==> config.mk <==
export PLATFORM = sky130hd
export DESIGN_NAME = sb_sram
export DESIGN_NICKNAME = d
export VERILOG_FILES = /design/src/rtl/sb_pkg.sv /design/src/rtl/sb_burst_ctr.sv /design/src/rtl/sb_wr_dec.sv /design/src/rtl/sb_array.sv /design/src/rtl/sb_sram.sv
export SDC_FILE = /design/constraint.sdc
export NUM_CORES = 2
export LEC_CHECK = 0
export ABC_AREA = 0
export BUFFER_PORTS_ARGS = -buffer_cell sky130_fd_sc_hd__buf_4
export CAP_MARGIN = 20
export CORE_MARGIN = 4
export CORE_UTILIZATION = 57
export CTS_CLUSTER_DIAMETER = 200
export CTS_CLUSTER_SIZE = 24
export DETAILED_ROUTE_END_ITERATION = 6
export PLACE_DENSITY = 0.76
export SETUP_SLACK_MARGIN = 0.4
export SLEW_MARGIN = 20
export SYNTH_ARGS = -nofsm -noshare
export SYNTH_HDL_FRONTEND = slang
export SYNTH_SLANG_ARGS = --single-unit
==> constraint.sdc <==
create_clock -name clk -period 4.38 [get_ports clk]
set_input_delay 0.657 -clock clk [delete_from_list [all_inputs] [get_ports clk]]
set_output_delay 0.657 -clock clk [all_outputs]
set_load 0.05 [all_outputs]
==> src/rtl/sb_pkg.sv <==
package sb_pkg;

   typedef enum logic {
      BURST_LINEAR      = 1'b0,
      BURST_INTERLEAVED = 1'b1
   } burst_order_e;

   // Registered control set, all active high.
   typedef struct packed {
      logic p_stb;
      logic c_stb;
      logic adv;
      logic sel;
      logic gw;
      logic bwe;
   } ctl_t;

endpackage

==> src/rtl/sb_burst_ctr.sv <==
module sb_burst_ctr
   import sb_pkg::*;
#(
   parameter int           AW    = 6,
   parameter burst_order_e ORDER = BURST_LINEAR
) (
   input  logic          clk,
   input  logic          rst_n,
   input  logic          ld,
   input  logic          ld_sel,
   input  logic          adv,
   input  logic [AW-1:0] ld_addr,
   output logic          acc,
   output logic [AW-1:0] cur_addr
);

   logic          act_q;
   logic [AW-1:0] base_q;
   logic [1:0]    beat_q;
   logic [1:0]    beat_d;
   logic [1:0]    lo_d;
   logic [AW-1:0] start;

   always_comb begin
      beat_d = beat_q;
      acc    = 1'b0;
      if (ld) begin
         beat_d = 2'd0;
         acc    = ld_sel;
      end else if (adv && act_q) begin
         beat_d = beat_q + 2'd1;
         acc    = 1'b1;
      end
   end

   assign start = ld ? ld_addr : base_q;

   generate
      if (ORDER == BURST_INTERLEAVED) begin : g_il
         assign lo_d = start[1:0] ^ beat_d;
      end else begin : g_lin
         assign lo_d = start[1:0] + beat_d;


         lin_step_chk: assert property (@(posedge clk) disable iff (!rst_n)
            (acc && !ld) |-> (cur_addr[1:0] == $past(cur_addr[1:0]) + 2'd1));
      end
   endgenerate

   assign cur_addr = {start[AW-1:2], lo_d};

   always_ff @(posedge clk or negedge rst_n) begin
      if (!rst_n) begin
         act_q  <= 1'b0;
         base_q <= '0;
         beat_q <= 2'd0;
      end else if (ld) begin
         act_q  <= ld_sel;
         base_q <= ld_addr;
         beat_q <= 2'd0;
      end else if (acc) begin
         beat_q <= beat_d;
      end
   end


   desel_ends_chk: assert property (@(posedge clk) disable iff (!rst_n)
      (ld && !ld_sel) |=> (!acc || ld));


   upper_hold_chk: assert property (@(posedge clk) disable iff (!rst_n)
      (acc && !ld) |-> (cur_addr[AW-1:2] == $past(cur_addr[AW-1:2])));

endmodule

==> src/rtl/sb_wr_dec.sv <==
module sb_wr_dec #(
   parameter int LANES = 4
) (
   input  logic             p_stb,
   input  logic             gw,
   input  logic             bwe,
   input  logic [LANES-1:0] bw,
   output logic [LANES-1:0] lanes
);

   generate
      for (genvar i = 0; i < LANES; i++) begin : g_lane
         assign lanes[i] = !p_stb && (gw || (bwe && bw[i]));
      end
   endgenerate

endmodule

==> src/rtl/sb_array.sv <==
module sb_array #(
   parameter  int DEPTH  = 64,
   parameter  int LANES  = 4,
   parameter  int LANE_W = 9,
   localparam int AW     = $clog2(DEPTH),
   localparam int DW     = LANES * LANE_W
) (
   input  logic             clk,
   input  logic             rst_n,
   input  logic             acc,
   input  logic [AW-1:0]    addr,
   input  logic [LANES-1:0] we,
   input  logic [DW-1:0]    wdata,
   output logic             rd_vld,
   output logic [DW-1:0]    rd_data
);

   logic [DW-1:0] word;
   logic          rd_en;

   generate
      for (genvar i = 0; i < LANES; i++) begin : g_lane
         logic [LANE_W-1:0] mem [DEPTH];

         always_ff @(posedge clk) begin
            if (acc && we[i]) begin
               mem[addr] <= wdata[i*LANE_W +: LANE_W];
            end
         end

         assign word[i*LANE_W +: LANE_W] = mem[addr];
      end
   endgenerate

   assign rd_en = acc && (we == '0);

   always_ff @(posedge clk or negedge rst_n) begin
      if (!rst_n) begin
         rd_vld <= 1'b0;
      end else begin
         rd_vld <= rd_en;
      end
   end

   always_ff @(posedge clk) begin
      if (rd_en) begin
         rd_data <= word;
      end
   end

endmodule

==> src/rtl/sb_sram.sv <==
module sb_sram
   import sb_pkg::*;
#(
   parameter  int           DEPTH  = 64,
   parameter  int           LANES  = 4,
   parameter  int           LANE_W = 9,
   parameter  burst_order_e ORDER  = BURST_LINEAR,
   localparam int           AW     = $clog2(DEPTH),
   localparam int           DW     = LANES * LANE_W
) (
   input  logic             clk,
   input  logic             rst_n,
   input  logic [AW-1:0]    addr,
   input  logic             sel_a_n,
   input  logic             sel_b,
   input  logic             sel_c_n,
   input  logic             strb_cpu_n,
   input  logic             strb_ctl_n,
   input  logic             next_n,
   input  logic             wr_all_n,
   input  logic             wr_byte_n,
   input  logic [LANES-1:0] lane_wr_n,
   input  logic             out_en_n,
   input  logic [DW-1:0]    wdata,
   output logic [DW-1:0]    rdata,
   output logic             rdata_vld
);

   initial begin
      depth_param_chk: assert (DEPTH >= 4 && (DEPTH & (DEPTH - 1)) == 0)
         else $error("DEPTH must be a power of two of at least 4");
      lane_param_chk: assert (LANES >= 1 && LANE_W >= 1)
         else $error("LANES and LANE_W must be positive");
   end

   // Input registers
   ctl_t             ctl_q;
   logic [AW-1:0]    addr_q;
   logic [DW-1:0]    wdata_q;
   logic [LANES-1:0] bw_q;

   always_ff @(posedge clk or negedge rst_n) begin
      if (!rst_n) begin
         ctl_q   <= '0;
         addr_q  <= '0;
         wdata_q <= '0;
         bw_q    <= '0;
      end else begin
         ctl_q.p_stb <= !strb_cpu_n;
         ctl_q.c_stb <= !strb_ctl_n;
         ctl_q.adv   <= !next_n;
         ctl_q.sel   <= !sel_a_n && sel_b && !sel_c_n;
         ctl_q.gw    <= !wr_all_n;
         ctl_q.bwe   <= !wr_byte_n;
         addr_q      <= addr;
         wdata_q     <= wdata;
         bw_q        <= ~lane_wr_n;
      end
   end

   // Burst address generation
   logic          acc;
   logic [AW-1:0] cur_addr;

   sb_burst_ctr #(
      .AW    (AW),
      .ORDER (ORDER)
   ) i_ctr (
      .clk      (clk),
      .rst_n    (rst_n),
      .ld       (ctl_q.p_stb || ctl_q.c_stb),
      .ld_sel   (ctl_q.sel),
      .adv      (ctl_q.adv),
      .ld_addr  (addr_q),
      .acc      (acc),
      .cur_addr (cur_addr)
   );

   // Lane write decode
   logic [LANES-1:0] we_lanes;

   sb_wr_dec #(
      .LANES (LANES)
   ) i_dec (
      .p_stb (ctl_q.p_stb),
      .gw    (ctl_q.gw),
      .bwe   (ctl_q.bwe),
      .bw    (bw_q),
      .lanes (we_lanes)
   );

   // Storage and read stage
   logic          rd_vld;
   logic [DW-1:0] rd_data;

   sb_array #(
      .DEPTH  (DEPTH),
      .LANES  (LANES),
      .LANE_W (LANE_W)
   ) i_arr (
      .clk     (clk),
      .rst_n   (rst_n),
      .acc     (acc),
      .addr    (cur_addr),
      .we      (we_lanes),
      .wdata   (wdata_q),
      .rd_vld  (rd_vld),
      .rd_data (rd_data)
   );

   // Output register
   logic          out_vld_q;
   logic [DW-1:0] out_q;

   always_ff @(posedge clk or negedge rst_n) begin
      if (!rst_n) begin
         out_vld_q <= 1'b0;
         out_q     <= '0;
      end else begin
         out_vld_q <= rd_vld;
         out_q     <= rd_data;
      end
   end

   assign rdata_vld = out_vld_q && !out_en_n;
   assign rdata     = rdata_vld ? out_q : '0;


   p_stb_read_chk: assert property (@(posedge clk) disable iff (!rst_n)
      (acc && ctl_q.p_stb) |-> (we_lanes == '0));


   gw_all_chk: assert property (@(posedge clk) disable iff (!rst_n)
      (acc && !ctl_q.p_stb && ctl_q.gw) |-> (&we_lanes));


   read_lat_chk: assert property (@(posedge clk) disable iff (!rst_n)
      out_vld_q |-> $past(acc && (we_lanes == '0), 2));


   oe_quiet_chk: assert property (@(posedge clk) disable iff (!rst_n)
      out_en_n |-> (!rdata_vld && (rdata == '0)));

endmodule

# Yosys cells after proc, flatten, opt, wreduce, memory -nomap -nowiden
# Memory sizes are Yosys's and may differ from the RTL's. A register that Yosys moved wholly into a read port is not among the register bits.
# Index checks and enable logic that the tools add are counted.
# word_totals
out_inout_bits,37
word_cells,71
ff_bits,99
memories,4
mem_bits_rw,2304
input_bits,57
# op_classes
add_sub_neg,2
reduce_logical,33
n_mux,16
n_bitwise,1
# mem_list
name,words,width,rd,rd_ports_with_merged_regs,write_ports,line_no,source
i_arr.g_lane[0].mem,64,9,1,1,1,sb_array.sv:23,logic [LANE_W-1:0] mem [DEPTH];
i_arr.g_lane[1].mem,64,9,1,1,1,sb_array.sv:23,
i_arr.g_lane[2].mem,64,9,1,1,1,sb_array.sv:23,
i_arr.g_lane[3].mem,64,9,1,1,1,sb_array.sv:23,
# op_table
op,n
36-bit 2-to-1 mux,1
1-bit logical AND,17
1-bit 2-to-1 mux,10
1-bit zero test,9
2-bit 2-to-1 mux,4
6-bit 2-to-1 mux,1
1-bit logical OR,5
4-bit zero test,1
4-bit NOT,1
2-bit by 1-bit adder with 2-bit output (second input constant),1
2-bit adder,1
2-bit nonzero test,1

# Depth between registers and ports, before layout
# logic_depth
ltp_word,6
depth_mapped,20
depth_no_buf,13

# Cells and area by module
# From an unflattened synthesis, not the netlist that was laid out.
# unflattened
cells_unflattened,5396
hier_area_um2,93403.3
# modules_own_cells
mod,area_each_um2,n_inst,cells_per_inst,seq_area_each_um2
sb_array,90282.8,1,5211,70292.4
sb_sram,2653.8,1,143,2227.1
sb_burst_ctr,431.7,1,34,225.2
sb_wr_dec,35.0,1,8,0.0

# Least setup slack after synthesis
# Ideal clock, no wire load.
# synth_path
path_kind,register to register
start,register ctl_q[4] (netlist name)
end,memory i_arr.g_lane[2].mem[2][0] (enable)
stages_incl_launch_ff,19
t_required_ns,4.006
path_buffers,9
arrival_ns,3.829
setup_ns,0.374
slack_ns,0.177
synth_period_minus_slack_ns,4.203
cell_sequence,dfrtp_1 > or2_2 > clkbuf_1 > nand2_1 > nand2_1 > ha_1 > or3_1 > buf_2 > a21o_1 > buf_6 > nand2_8 > buf_6 > buf_4 > buf_2 > buf_2 > buf_2 > nand2_1 > clkbuf_1 > nor2_1
# synth_between
word_cells_on_any_way,8
cone_classes,add/sub (1); mux (5); reduce/logical (2)
# synth_lines
item,line_no,source
from (decl),sb_sram.sv:37,ctl_t ctl_q;
1-bit logical OR,sb_sram.sv:71,".ld (ctl_q.p_stb || ctl_q.c_stb),"
6-bit 2-to-1 mux,sb_burst_ctr.sv:36,assign start = ld ? ld_addr : base_q;
named net i_ctr.start[0],sb_burst_ctr.sv:22,logic [AW-1:0] start;
2-bit adder,sb_burst_ctr.sv:42,assign lo_d = start[1:0] + beat_d;
to (decl),sb_array.sv:23,
# The timed path passes the listed nets, and every way through them passes these cells.

# Worst setup path after layout
# layout_path
start,register ctl_q[4] (netlist name)
end,"register i_arr.rd_data[1] (read register of i_arr.g_lane[0].mem), data pin"
# layout_between
elab_chain_len,3
word_cells_on_any_way,6
cone_classes,add/sub (1); mux (3); reduce/logical (2)
# layout_lines
item,line_no,source
1-bit logical OR *,sb_sram.sv:71,
6-bit 2-to-1 mux (tied with other cells),sb_burst_ctr.sv:36,
2-bit adder / 1-bit logical AND (equally long branches),"sb_burst_ctr.sv:42, sb_array.sv:35",
to (decl),sb_array.sv:15,output logic [DW-1:0] rd_data
# Every way passes the cells marked *; elsewhere a longest branch is shown, timed or not.
# A chain may end at the register's enable or synchronous reset.

==> flow_summary.toml <==
[detailed_routing]
drt-pass1-iter-count = 7
detail_route.wl_per_cell_um = 32.1
routed_wirelength_mm = 273
drtIter0Drc = 9577
viasPerCell = 6.71
drtAntennaViolNets = 0
route.detailed.drc = 24
routed-via-count = 57100

[floorplanning]
floorplan.initialDensity_pct = 57.3
std_cell_rows = 149
floorplan.die.height_um = 415
io_pins = 94
placeableCoreArea_um2 = 165000
die_x_um = 415
floorplan.die_area_um2 = 172000

[final_layout]
num-fill-cells = 11100
area_growth_pct = 12.1
drive_above_1_share_pct = 18.3
design_area_um2 = 106000
fin_nets = 6266
ff_latch_area_um2 = 72800
multi_input_area_um2 = 20400

[grt]
grt_pass1_wl_mm = 388
grt_pass1_vias = 54600
globalRouteTotalUtil_pct = 31.0
overflow = 0
maximum_number_of_pins_on_one_net_before_global_route_repair = 81
grt_antenna_before_repair = 13

[synthesis]
synth_top_area_share_pct = 74.5
yosysTopAreaCell = "sky130_fd_sc_hd__edfxtp_1"
synthesis.instances = 5750
synth-seq-cells = 2439
syn_avg_cell_area_um2 = 16.4
seq_area_frac_synth_pct = 77.1
unique_cell_type_count_in_the_yosys_netlist = 76
synth_area_leaders = "sky130_fd_sc_hd__edfxtp_1, sky130_fd_sc_hd__mux2i_1, sky130_fd_sc_hd__mux4_2, sky130_fd_sc_hd__nand2_1, sky130_fd_sc_hd__dfrtp_1"
ys_dominant_reg_cell = "sky130_fd_sc_hd__edfxtp_1"
synth_area_um2 = 94400
async_flop_share_pct = 4.06
synth_fp_nets = 5808
synth_edf_count = 2340
ys.warnings.count = 0

[setup_path]
worst_path_class_setup = "reg2reg"
cp_data_arrival_time_ns = 4.57
crit_fanout = 17
crit_path_start_kind = "flip-flop"
critical_path_required_time_ns = 4.99
setup.worst_path.end_class = "flip-flop"

[pwr]
power_mw = 41.7
ir_worst_vdd_uv = 371
static-leakage-power_nw = 34.8
power.density_nw_per_um2 = 395

[timing]
min_period_over_period_pct = 90.4
final_hold_viol_count = 0
period_minus_slack_ns = 3.96
final_report_max_slew_violation_count = 0
final_number_of_setup_violating_endpoints = 0
worst-slew-pin-transition_ns = 1.16
grt_setup_unrepaired = "yes"
clock_skew_ns = 0.0425
timing.fmax_mhz = 253
slew_headroom_pct = 22.4

[clock_network]
cts_num_sinks = 2439
clock_insertion_delay_worst_skew_ns = 0.79
worst_setup_hold_path_clk_slew_ns = 0.10
cts_tree = "built"
clock_tree.buffer_depth = 3
clk_root_buffer_cell = "sky130_fd_sc_hd__clkbuf_16"
cts_max_level = 3
numCtsBuffers = 111

[placed_design]
io_buffers = 93
dpl.hpwl_mm = 175
routability_congestion = 0.936
placedInstanceArea_um2 = 101000

[run_status]
outcome = "finished with violations"
violations = "design-rule violations"

[hold_path]
min-delay-path-class = "in2reg"

[flow_run]
max_cap_viol_count = 0
-- what timing repair did --
| item | in CTS | in global routing |
|---|---|---|
| hold endpoints to repair | 93 | 0 |
| resized for setup | 59 | 45 |
| gates cloned | 6 | 3 |
| hold buffers | 44 | 0 |
| endpoints found under the setup margin | 273 | 65 |
| setup buffers | 18 | 2 |
| pin swaps | 10 | 14 |
-- power breakdown --
group | leakage (nW) | internal [mW] | switching (mW)
clock network | 1.53 | 4.92 | 6.95
registers | 22.2 | 25.6 | 0.191
logic | 11.1 | 1.40 | 2.67
total | 34.8 | 31.9 | 9.81
-- area by class of cell --
cell class	instances	share of cell area, %
clock buffers	204	2.98
diodes	12	0.0284
well taps	2189	2.59
repair buffers	714	6.12
inverters	14	0.0674
clock inverters	7	0.0958
flip-flops and latches	2439	68.9
multi-input cells	2928	19.3
-- sequential cells by signal, summed over array words and instances, names as in the netlist --
name              cells
addr_q                6
bw_q                  4
ctl_q                 6
i_arr.g_lane.mem   2304
i_arr.rd_data        36
i_arr.rd_vld          1
i_ctr.act_q           1
i_ctr.base_q          6
i_ctr.beat_q          2
out_q                36
out_vld_q             1
wdata_q              36
-- worst paths after layout --
check / startpoint / endpoint / slack [ns] / cells past startpoint
worst max-delay path: ctl_q[4] / i_arr.rd_data[1] / 0.42 / 13
worst min-delay path: sel_c_n / ctl_q[2] / 0.04 / 2
worst max register to register: ctl_q[4] / i_arr.rd_data[1] / 0.42 / 13
worst min register to register: i_arr.rd_vld / out_vld_q / 0.36 / 0
max in group asynchronous: rst_n / wdata_q[7] / 2.74 / 3
min in group asynchronous: rst_n / wdata_q[21] / 0.48 / 2
-- routing by layer --
layer  part of all wire, %  global-route usage (%)  vias up  wire length [um]
met3                    14                    8.53      881             39300
met1                    34                    42.1    28300             93800
met4                   6.4                    16.3       10             17400
met5                 0.025                       0        -                69
met2                    45                    46.4     4501            122000
li1                      -                       -    23400                 -
-- layout by cell type (no fill, tap or decap), types with 92 or more instances in the layout --
cell type | netlist | layout
sky130_fd_sc_hd__edfxtp_1 | 2340 | 2340
sky130_fd_sc_hd__nand2_1 | 695 | 680
sky130_fd_sc_hd__buf_4 | 54 | 592
sky130_fd_sc_hd__mux2i_1 | 371 | 364
sky130_fd_sc_hd__a21oi_1 | 282 | 274
sky130_fd_sc_hd__nor2_1 | 317 | 240
sky130_fd_sc_hd__nand3_1 | 145 | 144
sky130_fd_sc_hd__o21ai_0 | 152 | 142
sky130_fd_sc_hd__mux4_2 | 140 | 140
sky130_fd_sc_hd__o22ai_1 | 120 | 120
sky130_fd_sc_hd__clkbuf_16 | 0 | 115
sky130_fd_sc_hd__clkbuf_1 | 170 | 92
-- stage by stage --
stage,TNS [ns],utilization (%),setup slack [ns],hold slack (ns),instances
2_1_floorplan,0,-,0.213,0.331,5750
3_3_place_gp,-0.0708,61.3,-0.0708,0.337,8210
3_5_place_dp,-0.0701,61.3,-0.0352,0.337,8210
4_1_cts,0,64.0,0.334,0.000948,8489
5_1_grt,0,64.2,0.396,0.0328,8495
6_report,0,64.2,0.420,0.0400,8507
-- cells by family (layout without fill, tap and decap cells) --
group,count (synthesis),after routing,synth area share [%]
xor gates and xnor gates,1,1,0.00928
muxes,527,527,7.47
DFF,2439,2439,77.1
AOI/OAI and AO/OA,995,995,6.94
adders and majority gates,1,1,0.0133
other,0,12,0
buffers and inverters,384,939,1.99
and+or+nand+nor,1403,1404,6.48
-- synth_stat cells, types with 25 or more instances --
cell type	instances
sky130_fd_sc_hd__clkbuf_1	170
sky130_fd_sc_hd__a211oi_1	27
sky130_fd_sc_hd__nand3_1	145
sky130_fd_sc_hd__mux2i_1	371
sky130_fd_sc_hd__o21ai_0	152
sky130_fd_sc_hd__and3_1	65
sky130_fd_sc_hd__a31oi_1	83
sky130_fd_sc_hd__buf_4	54
sky130_fd_sc_hd__buf_1	33
sky130_fd_sc_hd__o22ai_1	120
sky130_fd_sc_hd__nand2_1	695
sky130_fd_sc_hd__mux4_2	140
sky130_fd_sc_hd__a311o_1	27
sky130_fd_sc_hd__edfxtp_1	2340
sky130_fd_sc_hd__buf_2	98
sky130_fd_sc_hd__a32oi_1	31
sky130_fd_sc_hd__and2_1	39
sky130_fd_sc_hd__a311oi_1	56
sky130_fd_sc_hd__dfrtp_1	99
sky130_fd_sc_hd__nor2_1	317
sky130_fd_sc_hd__nor4_1	25
sky130_fd_sc_hd__a22oi_1	53
sky130_fd_sc_hd__a21oi_1	282
sky130_fd_sc_hd__nor3_1	48
-- worst max-delay path, stage by stage, from the launching register on --
cell and delay [ns]:
sky130_fd_sc_hd__dfrtp_1 0.41, sky130_fd_sc_hd__or2_4 0.26, sky130_fd_sc_hd__buf_4 0.16, sky130_fd_sc_hd__nor2_2 0.16
sky130_fd_sc_hd__ha_4 0.38, sky130_fd_sc_hd__inv_4 0.16, sky130_fd_sc_hd__a21oi_4 0.62, sky130_fd_sc_hd__buf_12 0.29
sky130_fd_sc_hd__nand2_1 0.45, sky130_fd_sc_hd__o22ai_1 0.40, sky130_fd_sc_hd__nor4_1 0.11, sky130_fd_sc_hd__buf_4 0.16
sky130_fd_sc_hd__and4_1 0.15, sky130_fd_sc_hd__o21ai_0 0.08
(Power assumes the default switching activity.)
